<file path="src/rtl/hcd_pkg.sv">
package hcd_pkg;

  typedef struct packed {
    logic [2:0] hi;  // {W,V,U}
    logic [2:0] lo;  // {W,V,U}
  } drive_t;

  localparam logic [2:0] PH_U = 3'b001;
  localparam logic [2:0] PH_V = 3'b010;
  localparam logic [2:0] PH_W = 3'b100;

  // Forward decode of one sensor code; illegal codes give no drive.
  function automatic drive_t fwd_step(input logic [2:0] code);
    drive_t d;
    d = '0;
    case (code)
      3'b101:  begin d.hi = PH_V; d.lo = PH_U; end
      3'b100:  begin d.hi = PH_W; d.lo = PH_U; end
      3'b110:  begin d.hi = PH_W; d.lo = PH_V; end
      3'b010:  begin d.hi = PH_U; d.lo = PH_V; end
      3'b011:  begin d.hi = PH_U; d.lo = PH_W; end
      3'b001:  begin d.hi = PH_V; d.lo = PH_W; end
      default: d = '0;
    endcase
    return d;
  endfunction

  // Reverse rotation reuses the forward decode on the complemented code.
  function automatic drive_t commutate(input logic [2:0] code, input logic rev);
    return fwd_step(rev ? ~code : code);
  endfunction

  function automatic logic code_illegal(input logic [2:0] code);
    return (code == 3'b000) || (code == 3'b111);
  endfunction

endpackage

</file>
<file path="src/rtl/hcd_sync.sv">
module hcd_sync #(
  parameter int W      = 4,
  parameter int STAGES = 2
) (
  input  logic         clk,
  input  logic         rst_n,
  input  logic [W-1:0] d_async,
  output logic [W-1:0] d_sync
);
  logic [W-1:0] stage_q [STAGES];

  genvar g;
  generate
    for (g = 0; g < STAGES; g++) begin : g_stage
      if (g == 0) begin : g_first
        always_ff @(posedge clk or negedge rst_n)
          if (!rst_n) stage_q[g] <= '0;
          else        stage_q[g] <= d_async;
      end else begin : g_next
        always_ff @(posedge clk or negedge rst_n)
          if (!rst_n) stage_q[g] <= '0;
          else        stage_q[g] <= stage_q[g-1];
      end
    end
  endgenerate

  assign d_sync = stage_q[STAGES-1];
endmodule

</file>
<file path="src/rtl/hcd_dead_guard.sv">
module hcd_dead_guard #(
  parameter int DEAD_CYC = 8
) (
  input  logic clk,
  input  logic rst_n,
  input  logic dir_in,
  output logic dir_eff,
  output logic blank
);
  localparam int CW = $clog2(DEAD_CYC + 1);

  logic          dir_q;
  logic [CW-1:0] cnt_q;
  logic          dir_flip;

  assign dir_flip = (dir_in != dir_q);

  always_ff @(posedge clk or negedge rst_n) begin
    if (!rst_n) begin
      dir_q <= 1'b0;
      cnt_q <= '0;
    end else if (dir_flip) begin
      dir_q <= dir_in;
      cnt_q <= CW'(DEAD_CYC);
    end else if (cnt_q != '0) begin
      cnt_q <= cnt_q - 1'b1;
    end
  end

  assign dir_eff = dir_q;
  assign blank   = dir_flip || (cnt_q != '0);

  // the window restarts on a flip and then counts down by one per cycle
  a_r7_count_down: assert property (@(posedge clk) disable iff (!rst_n)
    (!dir_flip && cnt_q != '0) |=> (cnt_q == $past(cnt_q) - 1'b1));
  a_r7_flip_loads: assert property (@(posedge clk) disable iff (!rst_n)
    dir_flip |=> (cnt_q == CW'(DEAD_CYC)) && (dir_q == $past(dir_in)));
endmodule

</file>
<file path="src/rtl/hcd_decode.sv">
module hcd_decode
  import hcd_pkg::*;
(
  input  logic [2:0] code,
  input  logic       rev,
  output drive_t     step
);
  always_comb step = commutate(code, rev);
endmodule

</file>
<file path="src/rtl/hall_commutator.sv">
module hall_commutator
  import hcd_pkg::*;
#(
  parameter int DEAD_CYC = 8
) (
  input  logic       clk,
  input  logic       rst_n,
  input  logic [2:0] hall_in,
  input  logic       dir_rev,
  input  logic       pwm_on,
  input  logic       uv_trip,
  input  logic       stall_trip,
  output logic [2:0] hs_drive,
  output logic [2:0] ls_drive
);
  logic [2:0] hall_s;
  logic       dir_s;
  logic       dir_eff;
  logic       blank;
  logic       hs_enable;
  drive_t     step;
  drive_t     pattern_q;

  hcd_sync #(.W(4), .STAGES(2)) u_sync (
    .clk     (clk),
    .rst_n   (rst_n),
    .d_async ({dir_rev, hall_in}),
    .d_sync  ({dir_s, hall_s})
  );

  hcd_dead_guard #(.DEAD_CYC(DEAD_CYC)) u_guard (
    .clk     (clk),
    .rst_n   (rst_n),
    .dir_in  (dir_s),
    .dir_eff (dir_eff),
    .blank   (blank)
  );

  hcd_decode u_dec (
    .code (hall_s),
    .rev  (dir_eff),
    .step (step)
  );

  always_ff @(posedge clk or negedge rst_n) begin
    if (!rst_n)     pattern_q <= '0;
    else if (blank) pattern_q <= '0;
    else            pattern_q <= step;
  end

  assign hs_enable = pwm_on && !uv_trip && !stall_trip;
  assign hs_drive  = pattern_q.hi & {3{hs_enable}};
  assign ls_drive  = pattern_q.lo;

  // one pair at most, on different phases, equal in count
  a_r8_one_pair: assert property (@(posedge clk) disable iff (!rst_n)
    $onehot0(pattern_q.hi) && $onehot0(pattern_q.lo) &&
    ($countones(pattern_q.hi) == $countones(pattern_q.lo)));
  a_r8_no_shoot: assert property (@(posedge clk) disable iff (!rst_n)
    (hs_drive & ls_drive) == 3'b000);
  // an illegal sensor code leaves nothing on
  a_r3_invalid_off: assert property (@(posedge clk) disable iff (!rst_n)
    code_illegal(hall_s) |=> (pattern_q == '0));
  // no PWM enable, no high side
  a_r4_pwm_gate: assert property (@(posedge clk) disable iff (!rst_n)
    !pwm_on |-> (hs_drive == 3'b000));
  // protection trips silence the high side only
  a_r5_prot_gate: assert property (@(posedge clk) disable iff (!rst_n)
    (uv_trip || stall_trip) |-> (hs_drive == 3'b000) && (ls_drive == pattern_q.lo));
  // the dead window keeps the bridge off, including the switch edge
  a_r7_dead_blank: assert property (@(posedge clk) disable iff (!rst_n)
    blank |=> (pattern_q == '0));
  a_r7_switch_off: assert property (@(posedge clk) disable iff (!rst_n)
    (dir_eff != $past(dir_eff)) |-> (pattern_q == '0));
endmodule

</file>
<file path="config.mk">
export PLATFORM = sky130hd
export DESIGN_NAME = hall_commutator
export DESIGN_NICKNAME = d
export VERILOG_FILES = /design/src/rtl/hcd_pkg.sv /design/src/rtl/hcd_sync.sv /design/src/rtl/hcd_dead_guard.sv /design/src/rtl/hcd_decode.sv /design/src/rtl/hall_commutator.sv
export SDC_FILE = /design/constraint.sdc
export NUM_CORES = 1
export LEC_CHECK = 0
export ABC_CLOCK_PERIOD_IN_PS = 3390
export BUFFER_PORTS_ARGS = -buffer_cell sky130_fd_sc_hd__buf_2
export CAP_MARGIN = 30
export CORE_ASPECT_RATIO = 1.5
export CORE_UTILIZATION = 25
export DETAILED_ROUTE_END_ITERATION = 12
export GPL_TIMING_DRIVEN = 0
export HOLD_SLACK_MARGIN = 0.02
export PLACE_DENSITY = 0.51
export SLEW_MARGIN = 0
export SYNTH_ARGS = -nofsm -noshare
export SYNTH_HDL_FRONTEND = slang
export SYNTH_SLANG_ARGS = --single-unit
</file>
<file path="constraint.sdc">
create_clock -name clk -period 3.39 [get_ports clk]
set_clock_uncertainty 0.15 [all_clocks]
set_input_delay 0.1695 -clock clk [delete_from_list [all_inputs] [get_ports clk]]
set_output_delay 0.1695 -clock clk [all_outputs]
set_load 0.02 [all_outputs]
</file>
==> results of run 1 <==
[cell type report]
cell class | count | area (um2)
plain buffers | 5 | 37.5
clock inverters | 1 | 5.00
flip-flops and latches | 19 | 475
multi-input cells | 36 | 269
inverters | 2 | 7.51
well taps | 39 | 48.8
repair buffers | 19 | 120
fillers | 330 | 1940
clock buffers | 3 | 41.3
[power breakdown]
part | internal, mW | total (mW) | switching, mW
registers | 0.259 | 0.286 | 0.0278
clock network | 0.0815 | 0.152 | 0.0704
logic | 0.0736 | 0.134 | 0.0607
[registers in the layout, summed over array words and instances (netlist names)]
register	cells
u_sync.stage_q	4
pattern_q	3
u_sync.d_sync	4
u_guard.dir_eff	1
ls_drive	3
u_guard.cnt_q	4
[cells by family after synthesis]
kind of cell    Yosys count
compound gates            9
xor+xnor                  2
fa+ha+maj                 1
buf+inv                   7
flops                    19
simple gates             24
[Yosys cell counts]
cell | instances | share of area [%]
dfrtp_1 | 19 | 60
a21oi_1 | 7 | 4.4
nand3b_1 | 7 | 6.7
or3b_1 | 6 | 6.7
and2_1 | 3 | 2.4
buf_4 | 3 | 2.9
inv_1 | 2 | 0.95
a211o_1 | 1 | 1.1
a211oi_1 | 1 | 0.95
buf_6 | 1 | 1.4
clkbuf_1 | 1 | 0.47
ha_1 | 1 | 1.6
nand2b_2 | 1 | 1.1
nor2_1 | 1 | 0.47
nor2b_1 | 1 | 0.79
nor3_1 | 1 | 0.63
nor3b_1 | 1 | 0.95
nor3b_4 | 1 | 2.4
or2b_1 | 1 | 0.95
or3_1 | 1 | 0.79
xnor2_1 | 1 | 1.1
xor2_1 | 1 | 1.1
[metal layers]
metal | wire, um | share of wire, % | track usage [%]
met1 | 490 | 46 | 9.79
met2 | 507 | 47 | 11.6
met3 | 53 | 4.9 | 1.53
met4 | 19 | 1.8 | 5.56
met5 | 0 | 0 | 0
[timing repair]
| item | 4_1_cts | 5_1_grt |
|---|---|---|
| setup buffers | 0 | 0 |
| hold endpoints to repair | 23 | 0 |
| hold buffers | 5 | 0 |
| gates resized for setup | 0 | 0 |
[how the worst max path moves through the flow]
stage	endpoint	from	slack, ps
2_1_floorplan	u_guard.cnt_q[1]	u_guard.cnt_q[0]	2020
3_3_place_gp	u_guard.cnt_q[1]	u_guard.cnt_q[0]	1910
3_5_place_dp	u_guard.cnt_q[1]	u_guard.cnt_q[0]	1920
4_1_cts	u_guard.cnt_q[1]	u_guard.cnt_q[0]	1900
5_1_grt	u_guard.cnt_q[1]	u_guard.cnt_q[0]	1720
6_report	u_guard.cnt_q[1]	u_guard.cnt_q[0]	1900
==> impl_metrics.csv, run 1 <==
group,metric,value,unit
synth,syn_area,790,um2
route,routed_wl,1070,um
sta,layout_setup_ws,1900,ps
floorplanning,coreArea,2940,um2
synth,synth_xor_area_share,2.22,%
sta,setup_violations,0,
setup_path,critPathMaxStageDelay,370,ps
sta,hold_slack,198,ps
run,maxCapViolations,0,
finish,final_common_cell,"dfrtp_1",
min_path,hold_start,"u_sync.stage_q[6]",
synth,yosysWarningCount,0,
setup_path,cp.arrival,1500,ps
synth,synth-compound-area-share,6.50,%
setup_path,rr_endpoint,"u_guard.cnt_q[1]",
global_route,grt_first_pass_wirelength,1920,um
setup_path,cpLargestDelayFamily,"simple AND/OR/NAND/NOR gates",
power_and_ir_drop,cellPowerDensity,570,nW/um2
route,wl_per_cell,8.64,um
sta,maxSlewViolCount,0,
min_path,holdPathStages,0,
sta,max_slew.worst_pin.slew,409,ps
setup_path,cp_cell_sequence,"inv_1 -> ha_1 -> nor3b_4 -> nor2b_1 -> a211oi_1",
clock_network,clock_latency,250,ps
route,final_antenna_net_count,0,
synth,syn_nets,72,
finish,synthToLayoutAreaGrowth,27.3,%
setup_path,crit_required,3400,ps
route,drc,0,
clock_network,cts_tree,"yes",
setup_path,start_kind,"register",
setup_path,slowest_stage,"dfrtp_1",
global_route,gr-usage-all-layers,7.85,%
floorplanning,rows,24,
floorplanning,die_area,3390,um2
floorplanning,die_h,70.8,um
setup_path,worstRegToRegCells,5,
floorplanning,ios,15,
finish,fin_area,1000,um2
route,num_vias,486,
global_route,grt_max_degree,20,
placement,dpl_cell_area,908,um2
setup_path,crit_buf_inv,1,
sta,final.setup.tns,0,ps
synth,ys_seq_area_share,60.2,%
synth,synthMuxAreaShare,0,%
sta,relSlewSlack,72.7,%
route,via_per_inst,3.92,
power_and_ir_drop,power,573,uW
setup_path,critPathMaxFanout,4,
synth,yosys.area_share.simple,23.8,%
sta,rsz0062_at_grt,"false",
synth,syn_area_per_cell,12.7,um2
finish,final_cell_mix,"19 x dfrtp_1, 14 x buf_2, 7 x nand3b_1, 7 x a21oi_1, 6 x or3b_1",
placement,hpwl,763,um
placement,pre_cts_slack,1920,ps
global_route,antenna_found_initial,0,
setup_path,crit_type,"reg2reg",
placement,dpl.cell_count,115,
synth,yosys_register_bits,19,
global_route,grt_overflow,0,
route,first_iter_violations,4,
floorplanning,chipWidth,47.9,um
clock_network,clk_pin_slew,70,ps
run_status,status,"finished clean",
setup_path,critPathCaptureType,"register",
synth,synth_top_family_by_area,"simple AND/OR/NAND/NOR gates",
finish,num-nets-final,96,
placement,gp_congestion,0.640,
sta,fmax,671,MHz
min_path,holdPathEnd,"u_sync.d_sync[2]",
setup_path,cp.depth,5,
sta,fin_crit_sh,44.0,%
setup_path,rr_startpoint,"u_guard.cnt_q[0]",
global_route,grt_pass1_vias,464,
clock_network,cts.path.max_buffers,2,
finish,final_layout_size_suffix_gt1_share,28.2,%
synth,synth_cell_types,22,
setup_path,reg2reg_setup_slack,1900,ps
min_path,hold_path_class,"reg2reg",
sta,min_period,1490,ps
clock_network,numCtsBuffers,3,
clock_network,cts.sinks,19,
clock_network,root_buffer,"clkbuf_8",
finish,final_util,34.1,%
synth,synth_fa_ha_area_share,1.58,%
floorplanning,initial_core_util,26.8,%
placement,port_buffers,14,
power_and_ir_drop,ir_drop,0.000246,V
finish,final_cells,124,
finish,antenna_cells,0,
sta,hold_viol,0,
clock_network,htree_levels,1,
synth,synth_cells,62,
power_and_ir_drop,p_leak,0.458,nW
route,drtPass1Iterations,2,
No activity file was read; power rests on OpenSTA's default activity.
==> run 2, diff against run 1 <==
--- a/config.mk
+++ b/config.mk
@@ -5,7 +5,7 @@
 export SDC_FILE = /design/constraint.sdc
 export NUM_CORES = 1
 export LEC_CHECK = 0
-export ABC_CLOCK_PERIOD_IN_PS = 3390
+export ABC_CLOCK_PERIOD_IN_PS = 1400
 export BUFFER_PORTS_ARGS = -buffer_cell sky130_fd_sc_hd__buf_2
 export CAP_MARGIN = 30
 export CORE_ASPECT_RATIO = 1.5
==> constraint.sdc (replaced) <==
create_clock -name clk -period 1.4 [get_ports clk]
set_clock_uncertainty 0.15 [all_clocks]
set_input_delay 0.07 -clock clk [delete_from_list [all_inputs] [get_ports clk]]
set_output_delay 0.07 -clock clk [all_outputs]
set_load 0.02 [all_outputs]
==> run 2 against run 1 <==
Net effect: worst setup slack got worse by 2000 ps; total power rose to 2.7 times the previous value; first-iteration DRC count rose by 75%; maximum frequency rose by 1.6%; largest cell class unchanged; largest power group unchanged; highest routed layer unchanged; the flow now finishes with violations (setup timing); design area rose by 8.5%; non-clock buffer count rose by 5; global-route usage rose by 0.54 points; die area did not move.
==> impl_metrics.csv, run 2 (synthesized netlist as in run 1, its figures left out) <==
group,metric,value,unit
run_status,status,"finished, violations left",
run_status,violations,"setup timing",
power_and_ir_drop,cellPowerDensity,1440,nW/um2
finish,synthToLayoutAreaGrowth,38.0,%
setup_path,crit_buf_inv,2,
route,via_per_inst,3.95,
sta,maxSlewViolCount,0,
global_route,grt_first_pass_wirelength,2040,um
sta,hold_viol,0,
global_route,grt_max_degree,20,
finish,num-fill-cells,319,
route,drtPass1Iterations,2,
clock_network,clk_pin_slew,70,ps
finish,final_util,37.0,%
clock_network,root_buffer,"clkbuf_8",
floorplanning,coreArea,2940,um2
setup_path,cp.arrival,1450,ps
finish,seq_area,475,um2
power_and_ir_drop,power,1.57,mW
power_and_ir_drop,p_leak,0.493,nW
route,wl_per_cell,9.23,um
sta,layout_setup_ws,-67.2,ps
floorplanning,die_area,3390,um2
finish,final_common_cell,"dfrtp_1",
clock_network,cts.sinks,19,
finish,final_layout_size_suffix_gt1_share,43.3,%
global_route,gr-usage-all-layers,8.39,%
power_and_ir_drop,ir_drop,0.000599,V
floorplanning,die_h,70.8,um
min_path,hold_path_class,"in2async",
clock_network,cts_tree,"yes",
setup_path,critPathMaxStageDelay,400,ps
finish,final_cell_mix,"19 x dfrtp_1, 14 x buf_2, 8 x buf_4",
finish,multi_input_area,317,um2
route,drc,0,
route,first_iter_violations,7,
sta,hold_slack,128,ps
setup_path,crit_type,"reg2reg",
floorplanning,rows,24,
placement,dpl_cell_area,908,um2
sta,rsz0062_at_grt,"true",
placement,gp_congestion,0.640,
clock_network,cts.path.max_buffers,2,
sta,final.setup.tns,-306,ps
finish,num-nets-final,101,
setup_path,cpLargestDelayFamily,"flip-flops",
setup_path,critPathCaptureType,"register",
global_route,antenna_found_initial,0,
clock_network,htree_levels,1,
clock_network,clock_latency,250,ps
setup_path,slowest_stage,"dfrtp_1",
floorplanning,initial_core_util,26.8,%
floorplanning,ios,15,
setup_path,critPathMaxFanout,4,
route,final_antenna_net_count,0,
global_route,grt_overflow,0,
clock_network,numCtsBuffers,3,
setup_path,start_kind,"register",
route,routed_wl,1190,um
placement,port_buffers,14,
placement,hpwl,763,um
sta,fin_crit_sh,105,%
sta,min_period,1470,ps
floorplanning,chipWidth,47.9,um
run,maxCapViolations,0,
sta,max_slew.worst_pin.slew,411,ps
sta,fmax,682,MHz
setup_path,cp_cell_sequence,"inv_2 -> ha_4 -> nor3b_4 -> buf_4 -> xnor2_2 -> nor2_1",
setup_path,crit_required,1380,ps
route,num_vias,510,
global_route,grt_pass1_vias,487,
finish,fin_area,1090,um2
finish,antenna_cells,0,
sta,setup_violations,7,
sta,relSlewSlack,72.6,%
## run 2: cell count changes in the layout (fill, tap and decap cells not counted)
cell / change
a21oi_2: +6
nand2b_4: +1
ha_4: +1
buf_4: +5
inv_1: -2
xnor2_2: +1
a21oi_1: -6
inv_2: +2
nand2b_2: -1
xnor2_1: -1
ha_1: -1
## run 2: timing repair
action | CTS | global route
hold endpoints to repair | 23 | 0
resized for setup | 5 | 7
endpoints found under the setup margin | 8 | 9
pin swaps | 3 | 0
buffers inserted | 3 | 2
hold buffers | 5 | 0
## run 2: stage by stage
| step | std cells | setup WS [ps] |
|---|---|---|
| final | 129 | -67.2 |
| after floorplan | 62 | 28.5 |
| after global routing | 129 | -146 |
| after global placement | 115 | -77.1 |
| after detailed placement | 115 | -70.8 |
| after CTS | 127 | -11.8 |
## run 2: final timing paths
| kind | from | end | slack [ps] | cells after the start |
|---|---|---|---|---|
| worst max-delay path | u_guard.cnt_q[1] | u_guard.cnt_q[0] | -70 | 6 |
| worst min-delay path | rst_n | u_guard.cnt_q[3] | 130 | 2 |
| worst max register to register | u_guard.cnt_q[1] | u_guard.cnt_q[0] | -70 | 6 |
| worst min register to register | u_sync.stage_q[6] | u_sync.d_sync[2] | 200 | 0 |
| max in group asynchronous | rst_n | u_sync.d_sync[0] | 680 | 2 |
| min in group clk | u_sync.stage_q[6] | u_sync.d_sync[2] | 200 | 0 |
## run 2: final cells by class
cell class	instances	area share, %
sequential	19	43.6
timing repair buffer	24	14.5
multi-input combinational	36	29.0
inverter	2	0.689
buffer	5	3.44
clock inverter	1	0.459
tap	39	4.48
clock buffer	3	3.79
## run 2: where the power goes
| part | switching, mW | total, mW | internal (mW) |
|---|---|---|---|
| clock | 0.174 | 0.371 | 0.197 |
| sequential | 0.0712 | 0.698 | 0.627 |
| combinational | 0.209 | 0.503 | 0.293 |
## run 2: layer usage
metal	GRT usage, %	wire length [um]	vias to the layer above	part of all wire (%)
li1	-	-	264	-
met1	10.3	499	229	42
met2	12.8	619	15	52
met3	1.53	53	2	4.5
met4	5.56	19	0	1.6
met5	0	0	-	0
